===== config.mk =====
export PLATFORM = sky130hd
export DESIGN_NAME = uart_pwr_ctl
export DESIGN_NICKNAME = d
export VERILOG_FILES = /design/src/rtl/uart_pwr_pkg.sv /design/src/rtl/uart_pwr_sync.sv /design/src/rtl/uart_pwr_half.sv /design/src/rtl/uart_pwr_ctl.sv
export SDC_FILE = /design/constraint.sdc
export NUM_CORES = 1
export LEC_CHECK = 0
export ABC_AREA = 1
export BUFFER_PORTS_ARGS = -buffer_cell sky130_fd_sc_hd__buf_2
export CORE_MARGIN = 1.5
export CORE_UTILIZATION = 24
export DETAILED_ROUTE_END_ITERATION = 16
export PLACE_DENSITY = 0.56
export SETUP_SLACK_MARGIN = 0.02
export SLEW_MARGIN = 20
export SYNTH_ARGS = -nofsm -noshare
export SYNTH_HDL_FRONTEND = slang
export SYNTH_SLANG_ARGS = --single-unit

===== constraint.sdc =====
create_clock -name clk_i -period 1 [get_ports clk_i]
set_clock_uncertainty 0.1 [all_clocks]
set_input_delay 0 -clock clk_i [delete_from_list [all_inputs] [get_ports clk_i]]
set_output_delay 0 -clock clk_i [all_outputs]
set_load 0.02 [all_outputs]

===== src/rtl/uart_pwr_pkg.sv =====
package uart_pwr_pkg;
  typedef enum logic {PS_AWAKE = 1'b0, PS_ASLEEP = 1'b1} pwr_state_e;
  localparam int unsigned SYNC_STAGES = 2;
endpackage


===== src/rtl/uart_pwr_sync.sv =====
module uart_pwr_sync
  import uart_pwr_pkg::*;
#(
  parameter int unsigned W       = 2,
  parameter bit          RST_LVL = 1'b1
) (
  input  logic         clk_i,
  input  logic         rst_ni,
  input  logic [W-1:0] d_i,
  output logic [W-1:0] edge_o
);
  localparam int unsigned DEPTH = SYNC_STAGES + 1;

  logic [W-1:0] stg_q [DEPTH];

  always_ff @(posedge clk_i or negedge rst_ni) begin
    if (!rst_ni) begin
      for (int i = 0; i < DEPTH; i++) stg_q[i] <= {W{RST_LVL}};
    end else begin
      stg_q[0] <= d_i;
      for (int i = 1; i < DEPTH; i++) stg_q[i] <= stg_q[i-1];
    end
  end

  // last stage only feeds the edge compare
  assign edge_o = stg_q[SYNC_STAGES-1] ^ stg_q[SYNC_STAGES];
endmodule


===== src/rtl/uart_pwr_half.sv =====
module uart_pwr_half
  import uart_pwr_pkg::*;
#(
  parameter bit COMB_WAKE = 1'b0
) (
  input  logic clk_i,
  input  logic rst_ni,
  input  logic auto_en_i,
  input  logic idle_i,
  input  logic wake_i,
  input  logic force_pd_i,
  output logic en_o
);
  pwr_state_e st_q, st_d;
  logic       idle_q;
  logic       idle_now;

  assign idle_now = auto_en_i & idle_i & ~wake_i;

  always_comb begin
    st_d = st_q;
    if (wake_i || !auto_en_i)   st_d = PS_AWAKE;
    else if (idle_now && idle_q) st_d = PS_ASLEEP;
  end

  always_ff @(posedge clk_i or negedge rst_ni) begin
    if (!rst_ni) begin
      st_q   <= PS_AWAKE;
      idle_q <= 1'b0;
    end else begin
      st_q   <= st_d;
      idle_q <= idle_now;
    end
  end

  generate
    if (COMB_WAKE) begin : g_comb_wake
      assign en_o = ~force_pd_i & ((st_q == PS_AWAKE) | wake_i);
    end else begin : g_reg_wake
      assign en_o = ~force_pd_i & (st_q == PS_AWAKE);
    end
  endgenerate
endmodule


===== src/rtl/uart_pwr_ctl.sv =====
module uart_pwr_ctl #(
  parameter int unsigned N_CH = 2
) (
  input  logic            clk_i,
  input  logic            rst_ni,
  input  logic            pwr_good_i,
  input  logic [N_CH-1:0] dir_pd_i,
  input  logic [N_CH-1:0] auto_en_i,
  input  logic [N_CH-1:0] thr_empty_i,
  input  logic [N_CH-1:0] tsr_empty_i,
  input  logic [N_CH-1:0] rx_fifo_empty_i,
  input  logic [N_CH-1:0] rx_idle_i,
  input  logic [N_CH-1:0] thr_wr_i,
  input  logic [N_CH-1:0] rxd_i,
  input  logic [N_CH-1:0] ri_i,
  output logic [N_CH-1:0] tx_en_o,
  output logic [N_CH-1:0] rx_en_o,
  output logic [N_CH-1:0] ri_irq_o
);
  logic [N_CH-1:0] rx_edge;
  logic [N_CH-1:0] force_pd;

  assign force_pd = dir_pd_i | {N_CH{~pwr_good_i}};

  uart_pwr_sync #(.W(N_CH), .RST_LVL(1'b1)) u_rxd_sync (
    .clk_i (clk_i), .rst_ni(rst_ni), .d_i(rxd_i), .edge_o(rx_edge)
  );

  uart_pwr_sync #(.W(N_CH), .RST_LVL(1'b0)) u_ri_sync (
    .clk_i (clk_i), .rst_ni(rst_ni), .d_i(ri_i), .edge_o(ri_irq_o)
  );

  for (genvar c = 0; c < N_CH; c++) begin : g_ch
    uart_pwr_half #(.COMB_WAKE(1'b1)) u_tx (
      .clk_i     (clk_i),
      .rst_ni    (rst_ni),
      .auto_en_i (auto_en_i[c]),
      .idle_i    (thr_empty_i[c] & tsr_empty_i[c]),
      .wake_i    (thr_wr_i[c]),
      .force_pd_i(force_pd[c]),
      .en_o      (tx_en_o[c])
    );
    uart_pwr_half #(.COMB_WAKE(1'b0)) u_rx (
      .clk_i     (clk_i),
      .rst_ni    (rst_ni),
      .auto_en_i (auto_en_i[c]),
      .idle_i    (rx_fifo_empty_i[c] & rx_idle_i[c]),
      .wake_i    (rx_edge[c]),
      .force_pd_i(force_pd[c]),
      .en_o      (rx_en_o[c])
    );
  end
endmodule


==> reports/results.ini <==
[status]
status = finished with violations
violations = setup timing

[placed_design]
dp_cells = 139
dpl.hpwl_um = 886
finalWeightedCongestion = 0.696
place_area_um2 = 925
io_buffers = 26

[timing]
fin_crit_ns = 1.11
hold_viol_final = 0
setup_viol = 10
setup-tns-final_ns = -0.430
rsz0062_at_grt = true
max_freq_mhz = 900
setup_ws_ns = -0.111
tightest_slew_ns = 0.429
slew_headroom = 0.714
finalCritPeriodShare = 1.11
slew_viol_final = 0

[floorplanning]
initial_utilization = 0.252
fp.dieW_um = 59.6
die_h_um = 59.6
ioPinCount = 27
rows = 20
core_area_mm2 = 0.00305
dieArea_mm2 = 0.00356

[power]
ir_drop_mv = 0.879
p_per_area_mw_per_mm2 = 1270
p_leak_nw = 0.633

[synth]
ys_ff_latch = 20
synth.area.top_cells = dfrtp_1 46%, dfstp_2 20%, nand2_1 8.8%
synthesis.area_um2 = 769
ys_seq_area_frac = 0.660
yosys-top-cells-count = 18 x nand2_1, 14 x dfrtp_1, 11 x inv_1, 6 x dfstp_2
synth_fp_nets = 94
yosys.area.top_type = dfrtp_1
synth_most_common_cell = nand2_1
syn_inst = 73
yosysTopAreaCellShare = 0.455
async_flop_share = 1.00
synth_edf_count = 0
ys_warn_count = 0
yosysUniqueCellTypes = 14
ys.flop_type = dfrtp_1
syn_area_per_cell_um2 = 10.5

[worst_setup_path]
path_class = reg2out
critPathLaunchType = flip-flop
rr_worst_depth = 4
path_max_fanout = 1
crit_required_ns = 0.90
worstSetupEndpointType = output pin
cp.arrival_ns = 1.01
rr_startpoint = u_rxd_sync.stg_q[2]
reg2reg_slack_ns = -0.04
regToRegEndpoint = g_ch[0].u_rx.idle_q

[route]
wire_per_inst_um = 8.23
viasPerCell = 3.64
vias = 593
drtIter0Drc = 8
first_pass_iters = 3
routed_wl_mm = 1.34
drc = 0
antenna_left = 0

[clock_tree]
cts_sinks = 20
insertion_delay_ns = 0.29
cts_buffer_depth = 2
cts_made_buffers = 3
htree_num_levels = 1
cts_tree = done
clk_pin_slew_ns = 0.11
root_buffer = clkbuf_4

[global_route]
grt_pass1_vias = 559
grt_pass1_wl_mm = 2.21
antenna_found_initial = 0
grtUsageTotal = 0.0837
gr-total-overflow = 0
grt_max_degree = 21

[min_path]
hold_path_class = in2async

[layout]
stdcell_area_mm2 = 0.00120
fin_cells = 163
drive_gt1_frac = 0.471
num_antenna_cells = 0
fin_nets = 141
syn2layout_area_growth_pct = 56.1

[flow_run]
max-cap-violations = 0

[metrics by stage]
| step | hold slack [ns] | utilization | power (mW) | worst slack [ns] |
|---|---|---|---|---|
| floorplan | -0.396 | - | 0.948 | -0.000136 |
| global placement | -0.144 | 0.303 | 1.01 | -0.0107 |
| detailed placement | -0.141 | 0.303 | 1.02 | -0.0459 |
| CTS | 0.0595 | 0.387 | 1.55 | -0.133 |
| global route | 0.0759 | 0.393 | 1.62 | -0.210 |
| finish | 0.0613 | 0.393 | 1.53 | -0.111 |
[layout make-up]
| type | count | area [um^2] |
|---|---|---|
| multi-input combinational | 38 | 223 |
| inverter | 11 | 41.3 |
| timing repair buffer | 46 | 338 |
| clock buffer | 4 | 36.3 |
| sequential | 20 | 508 |
| fill | 339 | 1850 |
| tap | 44 | 55.1 |
[cells by family (layout without fill, tap and decap cells)]
kind of cell	Yosys count	count (layout)	synth area share
AND/OR/NAND/NOR	34	34	0.202
AO/OA/AOI/OAI	2	2	0.0228
flip-flops	20	20	0.660
XOR/XNOR	2	2	0.0228
buffers and inverters	15	61	0.0927
[power by group]
group / switching (mW) / internal [mW]
Clock: 0.231 / 0.222
Combinational: 0.0973 / 0.117
Sequential: 0.0154 / 0.848
[critical path: stages, from the launching register on]
cell	delay, ns
dfrtp_1	0.40
xor2_1	0.16
buf_4	0.16
[cell usage in the layout (no fill, tap or decap)]
master / instances
a21oi_2: 2
and2_4: 2
xor2_1: 2
or2_1: 2
nand2_1: 13
buf_2: 20
inv_1: 7
nand2_4: 1
dfrtp_1: 14
and3_1: 2
clkbuf_4: 3
buf_4: 9
inv_2: 4
dfstp_2: 6
nor2_2: 2
clkbuf_8: 1
nand2_2: 4
dlygate4sd3_1: 17
nand3_2: 2
nor2_1: 4
nand4_1: 2
[worst max-delay path by stage]
| stage | startpoint | endpoint | slack, ns |
|---|---|---|---|
| after CTS | u_ri_sync.stg_q[1] | ri_irq_o[1] | -0.13 |
| after global placement | u_rxd_sync.stg_q[3] | g_ch[1].u_rx.idle_q | -0.01 |
| after detailed placement | u_rxd_sync.stg_q[2] | g_ch[0].u_rx.idle_q | -0.05 |
| after global routing | u_ri_sync.stg_q[0] | ri_irq_o[0] | -0.21 |
| final | u_ri_sync.stg_q[1] | ri_irq_o[1] | -0.11 |
| after floorplan | u_rxd_sync.stg_q[2] | g_ch[0].u_rx.idle_q | -0.0001 |
[flip-flops by register name, indices dropped and copies added, names as in the netlist]
signal,flops
g_ch.u_rx.idle_q,2
g_ch.u_rx.st_q,2
g_ch.u_tx.idle_q,2
g_ch.u_tx.st_q,2
u_ri_sync.stg_q,6
u_rxd_sync.stg_q,6
[per-layer routing]
metal,GRT usage,wire (um)
met1,0.0992,619
met2,0.143,636
met3,0.0393,84
met4,0.00952,0
met5,0,0
[timing repair]
item / in CTS / in global routing
setup buffers: 3 / 0
hold buffers: 17 / 0
endpoints found under the hold margin: 32 / 0
pin swaps: 5 / 3
gates resized for setup: 11 / 9
setup endpoints to repair: 10 / 10
Note: power is estimated with default switching activity, not from simulation.
